File: config.mk
export PLATFORM = sky130hd
export DESIGN_NAME = tap_rate_gen
export DESIGN_NICKNAME = d
export VERILOG_FILES = /design/src/rtl/tap_rate_pkg.sv /design/src/rtl/rate_ctrl.sv /design/src/rtl/div_chain.sv /design/src/rtl/tap_rate_gen.sv
export SDC_FILE = /design/constraint.sdc
export NUM_CORES = 1
export LEC_CHECK = 0
export ABC_AREA = 1
export CAP_MARGIN = 20
export CORE_MARGIN = 10
export CORE_UTILIZATION = 29
export CTS_CLUSTER_DIAMETER = 120
export DETAILED_ROUTE_END_ITERATION = 12
export DONT_BUFFER_PORTS = 1
export GPL_TIMING_DRIVEN = 0
export SLEW_MARGIN = 30
export SYNTH_ARGS = -nofsm -noshare
export SYNTH_HDL_FRONTEND = slang
export SYNTH_SLANG_ARGS = --single-unit
File: constraint.sdc
create_clock -name clk -period 2.23 [get_ports clk]
set_clock_uncertainty 0.1 [all_clocks]
set_input_delay 0.3345 -clock clk [delete_from_list [all_inputs] [get_ports clk]]
set_output_delay 0.3345 -clock clk [all_outputs]
set_load 0.005 [all_outputs]
File: src/rtl/tap_rate_pkg.sv
package tap_rate_pkg;

  localparam int DIV_STAGES = 15;
  localparam int RATE_W     = 4;
  localparam int OSC_W      = 3;
  localparam int TAP_IDX_W  = $clog2(DIV_STAGES);

  typedef enum logic [1:0] {
    OSC_STOP = 2'd0,
    OSC_HOLD = 2'd1,
    OSC_RUN  = 2'd2
  } oscMode_e;

  // Strobes from control to the divider datapath
  typedef struct packed {
    logic                 countEn;
    logic                 clearDiv;
    logic                 tapValid;
    logic [TAP_IDX_W-1:0] tapIdx;
  } divStrobe_t;

endpackage

File: src/rtl/rate_ctrl.sv
module rate_ctrl
  import tap_rate_pkg::*;
#(
  parameter int RATE_BITS = RATE_W,
  parameter int OSC_BITS  = OSC_W
) (
  input  logic                 clk,
  input  logic                 rst_n,
  input  logic                 tickEn,
  input  logic [RATE_BITS-1:0] rateSel,
  input  logic [OSC_BITS-1:0]  oscCtl,
  input  logic                 sqwEn,
  output divStrobe_t           strobe,
  output logic                 sqwGate
);

  // Low codes alias the codes ALIAS_SHIFT above them
  localparam int ALIAS_SHIFT = 7;
  localparam int LOW_ALIAS   = 2;
  localparam int TAP_OFFSET  = 2;
  localparam logic [OSC_BITS-1:0] RUN_PATTERN = OSC_BITS'(3'b010);

  logic [RATE_BITS-1:0] rateQ;
  logic [OSC_BITS-1:0]  oscQ;
  logic                 sqwEnQ;
  oscMode_e             oscMode;

  always_ff @(posedge clk or negedge rst_n) begin
    if (!rst_n) begin
      rateQ  <= '0;
      oscQ   <= '0;
      sqwEnQ <= 1'b0;
    end else begin
      rateQ  <= rateSel;
      oscQ   <= oscCtl;
      sqwEnQ <= sqwEn;
    end
  end

  always_comb begin
    if (oscQ == RUN_PATTERN)
      oscMode = OSC_RUN;
    else if (oscQ[OSC_BITS-1] && oscQ[OSC_BITS-2])
      oscMode = OSC_HOLD;
    else
      oscMode = OSC_STOP;
  end

  function automatic logic [TAP_IDX_W-1:0] tapOf(input logic [RATE_BITS-1:0] code);
    int c;
    c = int'(code);
    if (c <= LOW_ALIAS)
      c = c + ALIAS_SHIFT;
    return TAP_IDX_W'(c - TAP_OFFSET);
  endfunction

  always_comb begin
    strobe.countEn  = (oscMode == OSC_RUN) && tickEn;
    strobe.clearDiv = (oscMode == OSC_HOLD);
    strobe.tapValid = (rateQ != '0);
    strobe.tapIdx   = (rateQ != '0) ? tapOf(rateQ) : '0;
  end

  assign sqwGate = sqwEnQ;

endmodule

File: src/rtl/div_chain.sv
module div_chain
  import tap_rate_pkg::*;
#(
  parameter int DIV_W = DIV_STAGES
) (
  input  logic       clk,
  input  logic       rst_n,
  input  divStrobe_t strobe,
  output logic       divTap,
  output logic       periodicPulse,
  output logic       secTick
);

  localparam int TICK_BIT = DIV_W - 1;

  logic [DIV_W-1:0] divCnt;
  logic [DIV_W-1:0] divNext;
  logic [DIV_W-1:0] riseAt;

  assign divNext = divCnt + DIV_W'(1);

  // riseAt[k]: the next count makes stage k rise (bit k set, all lower bits clear)
  for (genvar k = 0; k < DIV_W; k++) begin : g_rise
    localparam logic [DIV_W-1:0] LOW_MASK = (DIV_W'(1) << k) - DIV_W'(1);
    assign riseAt[k] = divNext[k] & ~|(divNext & LOW_MASK);
  end

  always_ff @(posedge clk or negedge rst_n) begin
    if (!rst_n) begin
      divCnt        <= '0;
      periodicPulse <= 1'b0;
      secTick       <= 1'b0;
    end else if (strobe.clearDiv) begin
      divCnt        <= '0;
      periodicPulse <= 1'b0;
      secTick       <= 1'b0;
    end else if (strobe.countEn) begin
      divCnt        <= divNext;
      periodicPulse <= strobe.tapValid & riseAt[strobe.tapIdx];
      secTick       <= riseAt[TICK_BIT];
    end else begin
      periodicPulse <= 1'b0;
      secTick       <= 1'b0;
    end
  end

  assign divTap = strobe.tapValid & divCnt[strobe.tapIdx];

endmodule

File: src/rtl/tap_rate_gen.sv
module tap_rate_gen
  import tap_rate_pkg::*;
(
  input  logic              clk,
  input  logic              rst_n,
  input  logic              tickEn,
  input  logic [RATE_W-1:0] rateSel,
  input  logic [OSC_W-1:0]  oscCtl,
  input  logic              sqwEn,
  output logic              sqwOut,
  output logic              periodicPulse,
  output logic              secTick
);

  divStrobe_t strobe;
  logic       sqwGate;
  logic       divTap;

  rate_ctrl #(
    .RATE_BITS(RATE_W),
    .OSC_BITS (OSC_W)
  ) u_ctrl (
    .clk    (clk),
    .rst_n  (rst_n),
    .tickEn (tickEn),
    .rateSel(rateSel),
    .oscCtl (oscCtl),
    .sqwEn  (sqwEn),
    .strobe (strobe),
    .sqwGate(sqwGate)
  );

  div_chain #(
    .DIV_W(DIV_STAGES)
  ) u_div (
    .clk          (clk),
    .rst_n        (rst_n),
    .strobe       (strobe),
    .divTap       (divTap),
    .periodicPulse(periodicPulse),
    .secTick      (secTick)
  );

  assign sqwOut = sqwGate & divTap;

endmodule

==> results of run 1 <==
==> what timing repair did <==
item	4_1_cts	5_1_grt
pin swaps	8	6
setup buffers	5	3
endpoints found under the hold margin	33	0
hold buffers	10	0
resized for setup	22	12
endpoints found under the setup margin	1	2
==> where the power goes <==
group	leakage (nW)	internal, mW	total (mW)	switching [mW]
Sequential	0.326	0.464	0.472	0.00866
Combinational	0.640	0.0807	0.191	0.110
Clock	0.0228	0.128	0.274	0.146
==> cell type report <==
cell class | count | share of cell area, %
Clock buffer | 4 | 1.99
Tap cell | 77 | 4.26
Sequential cell | 25 | 27.8
Multi-Input combinational cell | 201 | 50.1
Timing Repair Buffer | 18 | 7.53
Buffer | 7 | 2.60
Inverter | 34 | 5.64
==> state kept, by name (all words and copies together) (netlist names) <==
| name | cells |
|---|---|
| u_ctrl.oscQ | 3 |
| u_div.secTick | 1 |
| u_ctrl.rateQ | 4 |
| u_div.periodicPulse | 1 |
| u_div.divCnt | 15 |
| u_ctrl.sqwGate | 1 |
==> kinds of logic after synthesis <==
family          count (synthesis)
xor+xnor                        4
simple gates                  148
fa+ha+maj                       6
flops                          25
buf+inv                        41
compound gates                 43
==> path summary, 6_finish.rpt <==
| path | startpoint | end | slack, ns |
|---|---|---|---|
| worst max-delay path | u_ctrl.rateQ[0] | sqwOut | -0.32 |
| worst min-delay path | rst_n | u_div.secTick | 0.39 |
| worst max register to register | u_ctrl.oscQ[2] | u_div.divCnt[9] | 0.16 |
| worst min register to register | u_ctrl.oscQ[1] | u_div.divCnt[2] | 0.49 |
| max in group asynchronous | rst_n | u_div.divCnt[0] | 1.48 |
| min in group clk | tickEn | u_div.divCnt[2] | 0.45 |
==> stage by stage <==
stage | setup slack (ns) | area, um2
floorplan | 0.000508 | 1860
global placement | -0.201 | 1950
detailed placement | -0.256 | 1950
CTS | -0.395 | 2210
global route | -0.501 | 2260
finish | -0.325 | 2260
==> per-layer routing <==
| layer | vias to the layer above | global-route usage [%] | wire [um] |
|---|---|---|---|
| met3 | 6 | 2.34 | 134 |
| met2 | 17 | 16.0 | 2190 |
| li1 | 914 | - | - |
| met4 | 0 | 2.54 | 64 |
| met5 | - | 0 | 0 |
| met1 | 804 | 12.2 | 2130 |
==> cells in the final DEF (no fill, tap or decap), types with 3 or more instances in the layout <==
master,instances
a21oi_1,7
buf_4,8
buf_6,3
clkbuf_1,4
clkbuf_8,4
dfrtp_1,22
dfrtp_2,3
dlygate4sd3_1,9
ha_1,3
inv_1,28
inv_2,6
nand2_1,67
nand2_2,15
nand3_1,23
nor2_1,20
nor2_2,7
nor2_4,4
o211ai_1,4
o21ai_0,8
o21ai_1,8
o22ai_1,11
xor2_1,4
==> impl_metrics.toml, run 1 <==
[logic_synthesis]
synth_compound_area_share_pct = 13.6
synthMuxAreaShare_pct = 0
synth_top_area_share_pct = 33.8
synthesis.nets = 284
yosysTopAreaCell = "dfrtp_1"
synth_most_common_cell = "nand2_1"
ys_async_sr_fraction_pct = 100
synth_xor_area_share_pct = 1.89
ys_seq_area_share_pct = 33.8
ys.flop_type = "dfrtp_1"
synth_adder_area_share_pct = 4.06
synthesis.area_mm2 = 0.00185
synth_top_family_by_area = "simple AND/OR/NAND/NOR gates"
syn_inst = 267
synth-seq-cells = 25
synth_enable_flop_cells = 0
ys_types = 29
ys_top_cells_by_area = "dfrtp_1 34%, nand2_1 15%, inv_1 6.5%"
syn_avg_cell_area_um2 = 6.93
synth.top_cells.by_count = "72 x nand2_1, 32 x inv_1, 25 x dfrtp_1"
yosysWarnings = 0
yosys.area_share.simple_pct = 37.3

[critical_path]
path_depth = 15
start_kind = "register"
worstPathRequired_ns = 1.80
crit_arrival_ns = 2.12
max_stage_delay_ns = 0.40
cp_max_fo = 6
path_cells = "inv_2 -> ha_4 -> inv_2 -> nand2_4 -> nand2_2 -> inv_2 -> nand2_2 -> o21ai_4 -> ha_4 -> nor2_4 -> inv_2 -> nor2_1 -> o21ai_1 -> o21ai_1 -> nor2_2"
cp-end-kind = "primary output"
path_buf_inv = 4
worst_path_max_delay_cell = "dfrtp_1"
crit_top_cell = "inv_2"
crit_family = "simple AND/OR/NAND/NOR gates"
setup.worst_path.class = "register to primary output"
worst-r2r-cell-count = 7

[run]
max-cap-violations = 0

[timing]
rsz0062_at_grt = "yes"
whs_ns = 0.386
fin_crit_sh_pct = 115
final_hold_viol_count = 0
fin_tns_setup_ns = -0.325
final.setup.worst_slack_ns = -0.325
tightest_slew_ns = 0.518
slew-limit-headroom_pct = 65.5
setup_viol = 1
max_freq_mhz = 391
drv_slew = 0
min_period_ns = 2.55

[final_layout]
multi_input_area_mm2 = 0.00113
antenna_cells = 0
fin_nets = 307
fin_util_pct = 36.0
regArea_um2 = 629
layout-drive-gt1-share_pct = 22.1
areaGrowthSynthToFinish_pct = 22.2
fill_cells = 638
final_cells = 366

[floorplan]
io_pins = 14
die_width_um = 99.9
core-area_mm2 = 0.00628
die_h_um = 99.9
fp.dieArea_mm2 = 0.00998
start_util_pct = 29.5
rows = 29

[place]
place_hpwl_mm = 3.51
finalWeightedCongestion = 0.902
dp.cells = 344
io_buffers = 0

[power]
p_leak_nw = 0.988
power_density_mw_per_mm2 = 414
vdd_drop_max_mv = 0.239
finalPower_mw = 0.937

[clock_network]
clockRootBuffer = "clkbuf_8"
clk_pin_slew_worst_paths_ns = 0.09
htreeDepth = 1
clock_path_buffers = 2
numCtsBuffers = 3
clkSinkCount = 25
cts_tree = "done"
worstSkewPairLatency_ns = 0.27

[min_path]
hold_class = "input port to async pin"

[run_status]
run_status = "complete, but fails checks"
violations = "negative setup slack"

[global_routing]
grt_usage_pct = 9.68
grt_antenna_before_repair = 0
grt_overflow = 0
grt_pass1_wl_mm = 8.16
grt_pass1_vias = 1797
grt_max_degree = 26

[drt]
ant_nets = 0
wl_per_cell_um = 12.3
first_pass_iters = 4
drc = 0
vias = 1741
drt_iter0_drc = 97
via_per_inst = 4.76
totalWireLength_mm = 4.52
No activity file was read; power rests on OpenSTA's default activity.
==> run 2, diff against run 1 <==
--- a/config.mk
+++ b/config.mk
@@ -13,6 +13,7 @@
 export DETAILED_ROUTE_END_ITERATION = 12
 export DONT_BUFFER_PORTS = 1
 export GPL_TIMING_DRIVEN = 0
+export RECOVER_POWER = 25
 export SLEW_MARGIN = 30
 export SYNTH_ARGS = -nofsm -noshare
 export SYNTH_HDL_FRONTEND = slang
==> impl_metrics.toml, run 2 (synthesized netlist as in run 1, its figures left out) <==
[timing]
setup_viol = 1
final_hold_viol_count = 0
min_period_ns = 2.55
tightest_slew_ns = 1.42
final.setup.worst_slack_ns = -0.324
whs_ns = 0.450
fin_tns_setup_ns = -0.324
drv_slew = 0
fin_crit_sh_pct = 115
slew-limit-headroom_pct = 5.65
rsz0062_at_grt = "yes"
max_freq_mhz = 392

[floorplan]
core-area_mm2 = 0.00628
start_util_pct = 29.5
fp.dieArea_mm2 = 0.00998
io_pins = 14
rows = 29
die_h_um = 99.9
die_width_um = 99.9

[power]
comb_power_share_pct = 20.0
switching_share_pct = 28.3
power_density_mw_per_mm2 = 415
p_switching_mw = 0.264
power_frac_seq_pct = 50.6
p_int_mw = 0.669
p_leak_nw = 0.980
finalPower_mw = 0.933
clkPwrFrac_pct = 29.3
vdd_drop_max_mv = 0.239

[place]
placed_area_mm2 = 0.00195
dp_slack_ns = -0.256
io_buffers = 0
finalWeightedCongestion = 0.902
dp.cells = 344
place_hpwl_mm = 3.51

[drt]
first_pass_iters = 4
totalWireLength_mm = 4.52
drt_iter0_drc = 83
vias = 1732
ant_nets = 0
via_per_inst = 4.73
drc = 0
wl_per_cell_um = 12.3

[clock_network]
numCtsBuffers = 3
clockRootBuffer = "clkbuf_8"
htreeDepth = 1
clk_pin_slew_worst_paths_ns = 0.09
worstSkewPairLatency_ns = 0.27
clock_path_buffers = 2
cts_tree = "done"
clkSinkCount = 25

[critical_path]
cp-end-kind = "primary output"
rr_endpoint = "u_div.divCnt[9]"
reg2reg_slack_ns = 0.16
worst_path_max_delay_cell = "dfrtp_1"
max_stage_delay_ns = 0.40
setup.worst_path.class = "register to primary output"
worst-r2r-cell-count = 7
worstPathRequired_ns = 1.80
crit_arrival_ns = 2.12
cp_max_fo = 6
crit_top_cell = "inv_2"
crit_start = "u_ctrl.rateQ[0]"
reg2reg_from = "u_ctrl.oscQ[2]"
path_cells = "inv_2 -> ha_4 -> inv_2 -> nand2_4 -> nand2_2 -> inv_2 -> nand2_2 -> o21ai_4 -> ha_4 -> nor2_4 -> inv_2 -> nor2_1 -> o21ai_1 -> o21ai_1 -> nor2_2"
start_kind = "register"

[final_layout]
most-common-layout-cells = "67 x nand2_1, 28 x inv_1, 23 x nand3_1"
regArea_um2 = 629
fin_util_pct = 35.8
fin_nets = 307
multi_input_area_mm2 = 0.00113
areaGrowthSynthToFinish_pct = 21.3
fin_area_mm2 = 0.00224
top_register = "u_div.divCnt"
final_common_cell = "nand2_1"
fill_cells = 638
antenna_cells = 0
final_cells = 366
largestRegisters = "u_div.divCnt (15), u_ctrl.rateQ (4), u_ctrl.oscQ (3)"
layout-drive-gt1-share_pct = 21.8
largest_reg_flops = 15

[min_path]
hold_end = "u_div.divCnt[2]"
holdPathStages = 4
hold_path_startpoint = "tickEn"
hold_class = "input port to register"

[global_routing]
grt_usage_pct = 9.68
grt_antenna_before_repair = 0
grt_pass1_vias = 1797
grt_overflow = 0
grt_pass1_wl_mm = 8.16
grt_max_degree = 26

[run]
max-cap-violations = 0

[run_status]
run_status = "complete, but fails checks"
violations = "negative setup slack"
-- run 2: routing by layer --
layer  GRT usage, %  wire length, um  vias up
met4           2.54               38        0
met2           16.0             2200       16
met5              0                0        -
li1               -                -      914
met1           12.2             2130      798
met3           2.34              146        4
-- run 2: worst max-delay path by stage --
stage              to  cells after the start
4_1_cts        sqwOut                     13
3_5_place_dp   sqwOut                     15
6_report       sqwOut                     15
5_1_grt        sqwOut                     14
3_3_place_gp   sqwOut                     15
2_1_floorplan  sqwOut                     14
-- run 2: final cells by class --
type	count	area share, %
Buffer	7	2.62
Clock buffer	4	2.01
Inverter	34	5.69
Multi-Input combinational cell	201	50.5
Sequential cell	25	28.0
Tap cell	77	4.29
Timing Repair Buffer	18	6.86
-- run 2: what timing repair did --
action / CTS / global route
pin swaps: 8 / 6
hold buffers: 10 / 0
endpoints found under the setup margin: 1 / 2
resized for setup: 22 / 12
setup buffers: 5 / 3
endpoints found under the hold margin: 33 / 0
-- run 2: power groups by stage --
stage	clock network (mW)	registers (mW)	logic [mW]
floorplan	0	0.480	0.0956
global placement	0	0.482	0.122
detailed placement	0	0.482	0.123
CTS	0.291	0.474	0.180
global route	0.303	0.474	0.209
finish	0.274	0.472	0.187
-- run 2: critical path: cells and delay by family, from the launching register on --
kind / cells / cell delay [ns]
compound gates: 3 / 0.29
buf+inv: 4 / 0.31
flops: 1 / 0.40
simple gates: 6 / 0.49
fa+ha+maj: 2 / 0.36
==> run 3, diff against run 2 <==
--- a/config.mk
+++ b/config.mk
@@ -17,4 +17,5 @@
 export SLEW_MARGIN = 30
 export SYNTH_ARGS = -nofsm -noshare
 export SYNTH_HDL_FRONTEND = slang
+export SYNTH_HIERARCHICAL = 1
 export SYNTH_SLANG_ARGS = --single-unit
==> impl_metrics.toml, run 3 <==
[run_status]
run_status = "complete, but fails checks"
violations = "negative setup slack"

[power]
p_leak_nw = 1.01
vdd_drop_max_mv = 0.215
power_density_mw_per_mm2 = 424

[floorplan]
start_util_pct = 30.0
fp.dieArea_mm2 = 0.00965
die_h_um = 98.2
core-area_mm2 = 0.00592
io_pins = 14
die_width_um = 98.2
rows = 28

[logic_synthesis]
yosysTopAreaCell = "dfrtp_1"
synth_enable_flop_cells = 0
syn_avg_cell_area_um2 = 6.94
ys_seq_area_share_pct = 35.2
syn_inst = 256
synth-seq-cells = 25
synth.top_cells.by_count = "61 x nand2_1, 37 x inv_1, 25 x dfrtp_1"
synth_adder_area_share_pct = 5.64
synth_top_area_share_pct = 35.2
ys_top_cells_by_area = "dfrtp_1 35%, nand2_1 13%, inv_1 7.8%"
synthesis.area_mm2 = 0.00178
ys_types = 28
synth_xor_area_share_pct = 0.987
ys.flop_type = "dfrtp_1"
yosysWarnings = 6
ys_async_sr_fraction_pct = 100
synth_top_family_by_area = "simple AND/OR/NAND/NOR gates"
synthMuxAreaShare_pct = 0
synthesis.nets = 275
synth_compound_area_share_pct = 16.3
synth_most_common_cell = "nand2_1"
yosys.area_share.simple_pct = 32.6

[timing]
slew-limit-headroom_pct = 9.82
rsz0062_at_grt = "yes"
setup_viol = 2
whs_ns = 0.412
final.setup.worst_slack_ns = -0.630
drv_slew = 0
tightest_slew_ns = 1.35
min_period_ns = 2.86
fin_crit_sh_pct = 128
final_hold_viol_count = 0
max_freq_mhz = 350

[final_layout]
largestRegisters = "u_div/divCnt (15), u_ctrl/rateQ (4), u_ctrl/oscQ (3)"
most-common-layout-cells = "57 x nand2_1, 31 x inv_1, 24 x dfrtp_1"
fin_nets = 309
layout-drive-gt1-share_pct = 26.3
largest_reg_flops = 15
top_register = "u_div/divCnt"
final_common_cell = "nand2_1"
areaGrowthSynthToFinish_pct = 33.4

[drt]
totalWireLength_mm = 4.98
routed.top_layer = "met4"
drt_iter0_drc = 170
wl_met3_um = 142
vias = 1784
wl_per_cell_um = 13.7
drc = 0
via_per_inst = 4.89
ant_nets = 0
wl_met1_mm = 2.31
met2_length_mm = 2.49
first_pass_iters = 4

[place]
io_buffers = 0
finalWeightedCongestion = 0.895
place_hpwl_mm = 3.35
dp_slack_ns = -0.454

[clock_network]
clock_path_buffers = 2
clk_pin_slew_worst_paths_ns = 0.10
worstSkewPairLatency_ns = 0.27
cts_tree = "done"
numCtsBuffers = 3
clockRootBuffer = "clkbuf_8"
htreeDepth = 1
clkSinkCount = 25

[global_routing]
grt_pass1_vias = 1675
grt_usage_pct = 9.70
grt_pass1_wl_mm = 8.00
grt_antenna_before_repair = 1
grt_overflow = 0
grt_max_degree = 26

[run]
max-cap-violations = 0

[min_path]
holdPathStages = 6
hold_class = "input port to register"

[critical_path]
worst-r2r-cell-count = 15
crit_family = "compound AO/OA/AOI/OAI gates"
cp_max_fo = 8
path_cells = "ha_4 -> inv_2 -> nand2_4 -> nand2_4 -> o21ai_4 -> a21oi_4 -> buf_8 -> buf_8 -> a21oi_2 -> o22ai_1 -> a21oi_1 -> a221oi_2 -> nand2_1 -> inv_2"
path_buf_inv = 4
start_kind = "register"
path_depth = 14
worst_path_max_delay_cell = "dfrtp_2"
crit_arrival_ns = 2.43
worstPathRequired_ns = 1.80
setup.worst_path.class = "register to primary output"
cp-end-kind = "primary output"
max_stage_delay_ns = 0.45
run 3: cell families after synthesis:
group,count (synthesis)
flops,25
simple gates,128
fa+ha+maj,8
compound gates,50
xor+xnor,2
buf+inv,43
run 3: path summary, 6_finish.rpt:
kind	to	start	slack, ns
worst max-delay path	sqwOut	u_ctrl/rateQ[1]	-0.63
worst min-delay path	u_div/divCnt[0]	tickEn	0.41
worst max register to register	u_div/periodicPulse	u_ctrl/rateQ[0]	-0.06
worst min register to register	u_div/divCnt[14]	u_div/divCnt[14]	0.51
max in group asynchronous	u_ctrl/rateQ[1]	rst_n	0.36
min in group asynchronous	u_ctrl/oscQ[0]	rst_n	0.79
run 3: per-layer routing:
| layer | track usage [%] | vias to the layer above |
|---|---|---|
| li1 | - | 913 |
| met1 | 12.1 | 833 |
| met2 | 16.6 | 36 |
| met3 | 1.13 | 2 |
| met4 | 3.75 | 0 |
| met5 | 0 | - |
run 3: power by group:
| group | switching, mW | internal, mW |
|---|---|---|
| Combinational | 0.138 | 0.107 |
| Clock | 0.160 | 0.127 |
| Sequential | 0.00996 | 0.463 |
run 3: worst register-to-register path: stages (launching register included):
cell and delay (ns):
dfrtp_1 0.39, inv_2 0.12, ha_4 0.15, inv_2 0.04, nand2_4 0.09, nand2_4 0.09
o21ai_4 0.18, a21oi_4 0.07, buf_8 0.14, buf_8 0.14, buf_6 0.12, o211ai_1 0.17
nand3_1 0.09, o21ai_1 0.14, nand3_1 0.10, a21oi_2 0.12
run 3: layout make-up:
class / count / area [um2]
fillers: 585 / 3550
multi-input cells: 188 / 1170
flip-flops and latches: 25 / 627
repair buffers: 29 / 240
inverters: 39 / 151
well taps: 75 / 93.8
clock buffers: 3 / 41.3
plain buffers: 4 / 37.5
clock inverters: 1 / 7.51
diodes: 1 / 2.50
run 3: per-stage QoR:
stage,power (mW),TNS (ns),cell area [um2],utilization [%],instances
after global placement,0.623,-0.439,1940,32.7,331
after global routing,1.06,-0.964,2370,40.0,365
after floorplan,0.594,-0.137,1840,-,256
after CTS,0.983,-0.680,2230,37.6,354
after detailed placement,0.624,-0.454,1940,32.7,331
final,1.00,-0.695,2370,40.0,365
run 3: what timing repair did:
action | 4_1_cts | 5_1_grt
gates cloned | 1 | 0
hold buffers | 10 | 0
buffers inserted | 8 | 10
gates resized for setup | 16 | 20
pin swaps | 11 | 12
endpoints found under the setup margin | 2 | 2
hold endpoints to repair | 33 | 0
